`src/rtl/opres_pkg.sv`:
```
package opres_pkg;
  localparam int MODE_W = 4;
  localparam int CLS_W  = 2;

  localparam logic [MODE_W-1:0] M_IMPL = 4'd0;
  localparam logic [MODE_W-1:0] M_ACC  = 4'd1;
  localparam logic [MODE_W-1:0] M_IMM  = 4'd2;
  localparam logic [MODE_W-1:0] M_ZP   = 4'd3;
  localparam logic [MODE_W-1:0] M_ZPX  = 4'd4;
  localparam logic [MODE_W-1:0] M_ZPY  = 4'd5;
  localparam logic [MODE_W-1:0] M_ABS  = 4'd6;
  localparam logic [MODE_W-1:0] M_ABSX = 4'd7;
  localparam logic [MODE_W-1:0] M_ABSY = 4'd8;
  localparam logic [MODE_W-1:0] M_IND  = 4'd9;
  localparam logic [MODE_W-1:0] M_PRE  = 4'd10;
  localparam logic [MODE_W-1:0] M_POST = 4'd11;
  localparam logic [MODE_W-1:0] M_REL  = 4'd12;

  localparam logic [CLS_W-1:0] C_READ  = 2'd0;
  localparam logic [CLS_W-1:0] C_RMW   = 2'd1;
  localparam logic [CLS_W-1:0] C_STORE = 2'd2;
  localparam logic [CLS_W-1:0] C_OTHER = 2'd3;

  function automatic logic uses_ptr(input logic [MODE_W-1:0] m);
    return (m == M_PRE) || (m == M_POST);
  endfunction

  function automatic logic reads_mem(input logic [MODE_W-1:0] m);
    return (m >= M_ZP && m <= M_ABSY) || uses_ptr(m);
  endfunction
endpackage

```
`src/rtl/opres_ea.sv`:
```
module opres_ea
  import opres_pkg::*;
#(
  parameter int ADDR_W = 16,
  parameter int DATA_W = 8
) (
  input  logic [MODE_W-1:0] mode,
  input  logic [ADDR_W-1:0] opnd,
  input  logic [DATA_W-1:0] xv,
  input  logic [DATA_W-1:0] yv,
  input  logic [ADDR_W-1:0] ptr,
  output logic [ADDR_W-1:0] ea,
  output logic [ADDR_W-1:0] ptr_base,
  output logic [ADDR_W-1:0] pen_base
);
  localparam int PAD = ADDR_W - DATA_W;

  logic [ADDR_W-1:0] xw, yw, sum_x, sum_y;
  logic [DATA_W-1:0] zp_x, zp_y;

  always_comb begin
    xw    = {{PAD{1'b0}}, xv};
    yw    = {{PAD{1'b0}}, yv};
    sum_x = opnd + xw;
    sum_y = opnd + yw;
    zp_x  = sum_x[DATA_W-1:0];
    zp_y  = sum_y[DATA_W-1:0];
  end

  always_comb begin
    unique case (mode)
      M_ZP:    ea = {{PAD{1'b0}}, opnd[DATA_W-1:0]};
      M_ZPX:   ea = {{PAD{1'b0}}, zp_x};
      M_ZPY:   ea = {{PAD{1'b0}}, zp_y};
      M_ABS:   ea = opnd;
      M_ABSX:  ea = sum_x;
      M_ABSY:  ea = sum_y;
      M_PRE:   ea = ptr;
      M_POST:  ea = ptr + yw;
      default: ea = '0;
    endcase
  end

  always_comb begin
    ptr_base = (mode == M_PRE) ? sum_x : opnd;
    pen_base = (mode == M_POST) ? ptr : opnd;
  end
endmodule

```
`src/rtl/opres_timing.sv`:
```
module opres_timing
  import opres_pkg::*;
#(
  parameter int ADDR_W = 16,
  parameter int DATA_W = 8,
  parameter int CYC_W  = 4
) (
  input  logic [MODE_W-1:0] mode,
  input  logic [CLS_W-1:0]  cls,
  input  logic [CYC_W-1:0]  fixed,
  input  logic [ADDR_W-1:0] pen_base,
  input  logic [ADDR_W-1:0] ea,
  output logic [1:0]        len,
  output logic [CYC_W-1:0]  cyc
);
  logic [CYC_W-1:0] base;
  logic             crossed;
  logic             pen_mode;

  always_comb begin
    unique case (mode)
      M_ABS, M_ABSX, M_ABSY:      len = 2'd3;
      M_IMPL, M_ACC, 4'd13, 4'd14, 4'd15: len = 2'd1;
      default:                    len = 2'd2;
    endcase
  end

  always_comb begin
    base = CYC_W'(2);
    unique case (cls)
      C_READ: begin
        unique case (mode)
          M_IMM:                         base = CYC_W'(2);
          M_ZP:                          base = CYC_W'(3);
          M_ZPX, M_ZPY, M_ABS, M_ABSX, M_ABSY: base = CYC_W'(4);
          M_POST:                        base = CYC_W'(5);
          M_PRE:                         base = CYC_W'(6);
          default:                       base = CYC_W'(2);
        endcase
      end
      C_RMW: begin
        unique case (mode)
          M_ACC:        base = CYC_W'(2);
          M_ZP:         base = CYC_W'(5);
          M_ZPX, M_ABS: base = CYC_W'(6);
          M_ABSX:       base = CYC_W'(7);
          default:      base = CYC_W'(2);
        endcase
      end
      C_STORE: begin
        unique case (mode)
          M_ZP:                base = CYC_W'(3);
          M_ZPX, M_ZPY, M_ABS: base = CYC_W'(4);
          M_ABSX, M_ABSY:      base = CYC_W'(5);
          M_PRE, M_POST:       base = CYC_W'(6);
          default:             base = CYC_W'(2);
        endcase
      end
      default: base = fixed;
    endcase
  end

  always_comb begin
    pen_mode = (cls == C_READ) &&
               ((mode == M_ABSX) || (mode == M_ABSY) || (mode == M_POST));
    crossed  = pen_base[ADDR_W-1:DATA_W] != ea[ADDR_W-1:DATA_W];
    cyc      = base + CYC_W'(pen_mode && crossed);
  end
endmodule

```
`src/rtl/opres_seq.sv`:
```
module opres_seq (
  input  logic clk,
  input  logic rst_n,
  input  logic start,
  input  logic go_ptr,
  input  logic go_mem,
  output logic accept,
  output logic st_plo,
  output logic st_phi,
  output logic st_data,
  output logic st_fin
);
  typedef enum logic [2:0] {S_IDLE, S_PLO, S_PHI, S_DATA, S_FIN} state_e;
  state_e st, st_nx;

  always_comb begin
    accept = (st == S_IDLE) && start;
    st_nx  = st;
    unique case (st)
      S_IDLE: if (start) st_nx = go_ptr ? S_PLO : (go_mem ? S_DATA : S_FIN);
      S_PLO:  st_nx = S_PHI;
      S_PHI:  st_nx = S_DATA;
      S_DATA: st_nx = S_FIN;
      default: st_nx = S_IDLE;
    endcase
  end

  always_ff @(posedge clk or negedge rst_n) begin
    if (!rst_n) st <= S_IDLE;
    else        st <= st_nx;
  end

  assign st_plo  = (st == S_PLO);
  assign st_phi  = (st == S_PHI);
  assign st_data = (st == S_DATA);
  assign st_fin  = (st == S_FIN);
endmodule

```
`src/rtl/operand_resolver.sv`:
```
module operand_resolver
  import opres_pkg::*;
#(
  parameter int ADDR_W = 16,
  parameter int DATA_W = 8,
  parameter int CYC_W  = 4
) (
  input  logic              clk,
  input  logic              rst_n,
  input  logic              start,
  input  logic [3:0]        mode,
  input  logic [1:0]        iclass,
  input  logic [ADDR_W-1:0] operand,
  input  logic [DATA_W-1:0] x_reg,
  input  logic [DATA_W-1:0] y_reg,
  input  logic [DATA_W-1:0] acc_reg,
  input  logic [CYC_W-1:0]  fixed_cycles,
  output logic              mem_rd,
  output logic [ADDR_W-1:0] mem_addr,
  input  logic [DATA_W-1:0] mem_rdata,
  output logic              done,
  output logic [ADDR_W-1:0] eff_addr,
  output logic [DATA_W-1:0] op_value,
  output logic [1:0]        inst_len,
  output logic [CYC_W-1:0]  cycles
);
  logic [MODE_W-1:0] mode_q;
  logic [CLS_W-1:0]  cls_q;
  logic [ADDR_W-1:0] opnd_q;
  logic [DATA_W-1:0] x_q, y_q, acc_q;
  logic [CYC_W-1:0]  fixed_q;
  logic [DATA_W-1:0] ptr_lo_q, ptr_hi_q;

  logic accept, st_plo, st_phi, st_data, st_fin;
  logic [ADDR_W-1:0] ptr_live, ea, ptr_base, pen_base;
  logic [1:0]        len_w;
  logic [CYC_W-1:0]  cyc_w;
  logic [DATA_W-1:0] val_w;

  opres_seq u_seq (
    .clk(clk), .rst_n(rst_n), .start(start),
    .go_ptr(uses_ptr(mode)), .go_mem(reads_mem(mode)),
    .accept(accept), .st_plo(st_plo), .st_phi(st_phi),
    .st_data(st_data), .st_fin(st_fin)
  );

  always_ff @(posedge clk or negedge rst_n) begin
    if (!rst_n) begin
      mode_q  <= '0;
      cls_q   <= '0;
      opnd_q  <= '0;
      x_q     <= '0;
      y_q     <= '0;
      acc_q   <= '0;
      fixed_q <= '0;
    end else if (accept) begin
      mode_q  <= mode;
      cls_q   <= iclass;
      opnd_q  <= operand;
      x_q     <= x_reg;
      y_q     <= y_reg;
      acc_q   <= acc_reg;
      fixed_q <= fixed_cycles;
    end
  end

  always_ff @(posedge clk or negedge rst_n) begin
    if (!rst_n) begin
      ptr_lo_q <= '0;
      ptr_hi_q <= '0;
    end else begin
      if (st_phi) ptr_lo_q <= mem_rdata;
      if (st_data && uses_ptr(mode_q)) ptr_hi_q <= mem_rdata;
    end
  end

  // High pointer byte arrives on the read port in the same cycle the data address is needed
  assign ptr_live = {(st_data ? mem_rdata : ptr_hi_q), ptr_lo_q};

  opres_ea #(.ADDR_W(ADDR_W), .DATA_W(DATA_W)) u_ea (
    .mode(mode_q), .opnd(opnd_q), .xv(x_q), .yv(y_q), .ptr(ptr_live),
    .ea(ea), .ptr_base(ptr_base), .pen_base(pen_base)
  );

  opres_timing #(.ADDR_W(ADDR_W), .DATA_W(DATA_W), .CYC_W(CYC_W)) u_tim (
    .mode(mode_q), .cls(cls_q), .fixed(fixed_q), .pen_base(pen_base), .ea(ea),
    .len(len_w), .cyc(cyc_w)
  );

  always_comb begin
    mem_rd = st_plo | st_phi | st_data;
    if (st_plo)      mem_addr = ptr_base;
    else if (st_phi) mem_addr = ptr_base + ADDR_W'(1);
    else             mem_addr = ea;
  end

  always_comb begin
    if (reads_mem(mode_q))   val_w = mem_rdata;
    else if (mode_q == M_IMM) val_w = opnd_q[DATA_W-1:0];
    else if (mode_q == M_ACC) val_w = acc_q;
    else                      val_w = '0;
  end

  always_ff @(posedge clk or negedge rst_n) begin
    if (!rst_n) begin
      done     <= 1'b0;
      eff_addr <= '0;
      op_value <= '0;
      inst_len <= '0;
      cycles   <= '0;
    end else begin
      done <= st_fin;
      if (st_fin) begin
        eff_addr <= ea;
        op_value <= val_w;
        inst_len <= len_w;
        cycles   <= cyc_w;
      end
    end
  end
endmodule

```
`config.mk`:
```
export PLATFORM = sky130hd
export DESIGN_NAME = operand_resolver
export DESIGN_NICKNAME = d
export VERILOG_FILES = /design/src/rtl/opres_pkg.sv /design/src/rtl/opres_ea.sv /design/src/rtl/opres_timing.sv /design/src/rtl/opres_seq.sv /design/src/rtl/operand_resolver.sv
export SDC_FILE = /design/constraint.sdc
export NUM_CORES = 1
export LEC_CHECK = 0
export BUFFER_PORTS_ARGS = -buffer_cell sky130_fd_sc_hd__buf_4
export CORE_UTILIZATION = 30
export CTS_BUF_LIST = sky130_fd_sc_hd__clkbuf_16
export CTS_CLUSTER_DIAMETER = 150
export DETAILED_ROUTE_END_ITERATION = 6
export SLEW_MARGIN = 10
export SYNTH_ARGS = -nofsm -noshare
export SYNTH_HDL_FRONTEND = slang
export SYNTH_SLANG_ARGS = --single-unit
export TNS_END_PERCENT = 5
```
`constraint.sdc`:
```
create_clock -name clk -period 4.4 [get_ports clk]
set_input_delay 0.88 -clock clk [delete_from_list [all_inputs] [get_ports clk]]
set_output_delay 0.88 -clock clk [all_outputs]
set_load 0.05 [all_outputs]
```
==> summary.md <==
| Metric | Value |
|---|---|
| Slew Limit Headroom | `42.2%` |
| FP Rows | `58` |
| Vias in the first global route | `7044` |
| Antenna violations before repair | `0` |
| Share of the synthesized area in the top cell type | `32.5%` |
| Crit share post-route | `99.3%` |
| Grt total ovfl | `0` |
| Top-count cell post-synth | `nand2_1` |
| Initial Util | `30.6%` |
| Final hold vios | `0` |
| Post-detailed-routing wire length | `26200 µm` |
| FF-to-FF End | `cycles[2]` |
| Crit path arrival time | `3490 ps` |
| First-pass GRT wire length | `39900 µm` |
| Worst r2r src | `y_q[0]` |
| Async SR Flop Fraction | `100%` |
| Depth of the CTS H-tree | `3` |
| Die Wd | `162 µm` |
| HPWL after detailed placement | `20300 µm` |
| Vias | `7441` |
| Hold buffer count at CTS | `0` |
| Worst Setup SP | `opnd_q[2]` |
| DIE AREA | `26300 µm²` |
| Syn Nets | `997` |
| Total track usage | `19.9%` |
| Mean post-synth cell area | `8.56 µm²` |
| RSZ-0062 raised after global routing | `true` |
| Worst setup endpoint | `mem_addr[15]` |
| Core ar. | `25200 µm²` |
| Cell taking the most area after synthesis | `dfrtp_1` |
| Final ANT Viol Nets | `0` |
| Post-synth top flop | `dfrtp_1` |
| CP Class | `reg2out` |
| FF-to-FF path depth | `16` |
| Crit start category | `register` |
| YS warnings | `0` |
| Area of the mapped netlist | `7700 µm²` |
| Reg2reg setup slack | `230 ps` |
| Status | `completed` |
| Worst skew pair latency | `370 ps` |
| CTS Sinks | `100` |
| Fraction of layout cells with a size suffix above 1 | `27.4%` |
| Register bit total from synthesis | `100` |
| CP max FO | `5` |
| Final slew viol count | `0` |
| Post-route minimum period | `4370 ps` |
| Synth cell count leaders | `nand2_1 (118), dfrtp_1 (100), o21ai_0 (87), nor2_1 (60), a21oi_1 (57)` |
| Setup TNS | `0 ps` |
| Area Overhead vs Synth | `24.9%` |
| WL per Instance | `19.5 µm` |
| Die Ht | `162 µm` |
| Max Cap Violations | `0` |
| Diodes inserted | `0` |
| Routability cong. | `0.970` |
| Post-synth EDFFs | `0` |
| Clock buffer depth | `2` |
| Fin nets | `1106` |
| CTS clk-pin slew, worst paths | `80 ps` |
| CTS tree | `built` |
| Largest net degree at the start of global routing | `62` |
| CTS buffer count | `9` |
| TritonRoute pass-1 iters | `7` |
| Starting DRT DRC Count | `609` |
| Port Buf Inserts | `108` |
| Slew @ Worst Pin | `864 ps` |
| Library cells used by synthesis | `81` |
| Skew final | `8.31 ps` |
| Final setup vio count | `0` |
| Crit path capture type | `output port` |
| Data required, critical path | `3520 ps` |
| Fmax | `229 MHz` |
| Seq/Total Area, Yosys | `32.5%` |
| Root Buffer | `clkbuf_16` |
| Drt via density | `5.54` |
| HP Class | `in2async` |
| Top Ports | `109` |
| Mapped Cells | `899` |
| Synth top area cells | `dfrtp_1 (33%), mux2_2 (7.6%), nand2_1 (5.8%)` |
| Drt drc | `0` |
[worst min path at each step]
stage / endpoint / slack [ps] / depth (start not counted)
after global placement: eff_addr[12] / 460 / 2
after CTS: y_q[6] / 460 / 1
after global routing: x_q[7] / 490 / 1
after detailed placement: cycles[0] / 460 / 2
after floorplan: ptr_lo_q[5] / 470 / 2
final: y_q[6] / 450 / 1
[through the flow]
step	instances	util [%]	setup WS, ps	hold slack [ps]	area, µm²
finish	1343	38.2	31.0	454	9620
global route	1343	38.2	-138	489	9620
CTS	1339	37.5	-6.28	464	9440
detailed placement	1321	35.7	31.1	464	8990
global placement	1321	35.7	193	464	8990
floorplan	899	-	-246	473	7700
[sequential cells by signal, indices dropped and copies added, names as in the netlist, 4 cells and up]
register and flops:
acc_q 8, cycles 4, eff_addr 16, fixed_q 4, mode_q 4, op_value 8, opnd_q 16, ptr_hi_q 8
ptr_lo_q 8, x_q 8, y_q 8
[what timing repair did]
action                                  in CTS  in global routing
gates resized for setup                     29                 27
endpoints found under the setup margin       9                 12
pin swaps                                    3                  8
setup buffers                                2                  4
endpoints found under the hold margin        0                  0
[area by class of cell]
cell class | count | area (µm²)
clock buffers | 9 | 225
clock inverters | 7 | 58.8
fillers | 2554 | 15600
inverters | 21 | 78.8
multi-input cells | 723 | 5180
flip-flops and latches | 100 | 2500
well taps | 330 | 413
repair buffers | 153 | 1160
[critical path, stage by stage (launching register included)]
cell and delay [ps]:
dfrtp_1 420, buf_4 160, ha_1 410, nand3_1 150, o211ai_1 290, o41ai_2 160
or4_1 490, a21oi_1 220, nor4_2 80, buf_4 170, a22o_1 200, a21oi_1 140
buf_4 220
[cells by family after synthesis]
| family | count (synthesis) | synth area share [%] |
|---|---|---|
| AOI/OAI and AO/OA | 277 | 23.6 |
| and+or+nand+nor | 297 | 18.7 |
| adders and majority gates | 37 | 6.31 |
| muxes | 74 | 10.5 |
| buffers and inverters | 76 | 4.11 |
| DFF | 100 | 32.5 |
| xor gates and xnor gates | 38 | 4.32 |
[placed cells by master, fill, tap and decap left out, types with 4 or more instances in the layout]
cell         n
clkbuf_16    9
nand4_1     11
nand2b_1     6
nor2_1      58
and3_1       5
nor2b_1      7
a211oi_2     4
a221oi_1     7
o21a_1       7
nor4_1      10
and3b_1      5
or3_1        6
a21oi_1     55
xnor2_1     21
a31oi_1      6
a211oi_1     9
inv_1       21
a22oi_1     13
ha_1        27
a21o_1      10
nand3_1     14
xor2_1      13
o21ai_1      5
buf_4      151
nor3_2       6
mux2_2      52
nor3_1      15
nand3b_1     6
dfrtp_1     99
o211ai_1     8
nand2_1    118
o21ai_0     85
ha_4         5
o22ai_1      8
nand4b_1     4
mux2i_1     20
xnor2_2      4
[layer usage]
metal	part of all wire, %	vias up	GRT usage [%]
li1	-	3528	-
met1	43	3586	25.7
met2	48	282	33.0
met3	6.0	45	3.86
met4	2.7	0	7.20
met5	0	-	0
Power is left out: the tool's default activity adds up to more than one toggle a clock period on the data nets, which glitch-free logic cannot reach.
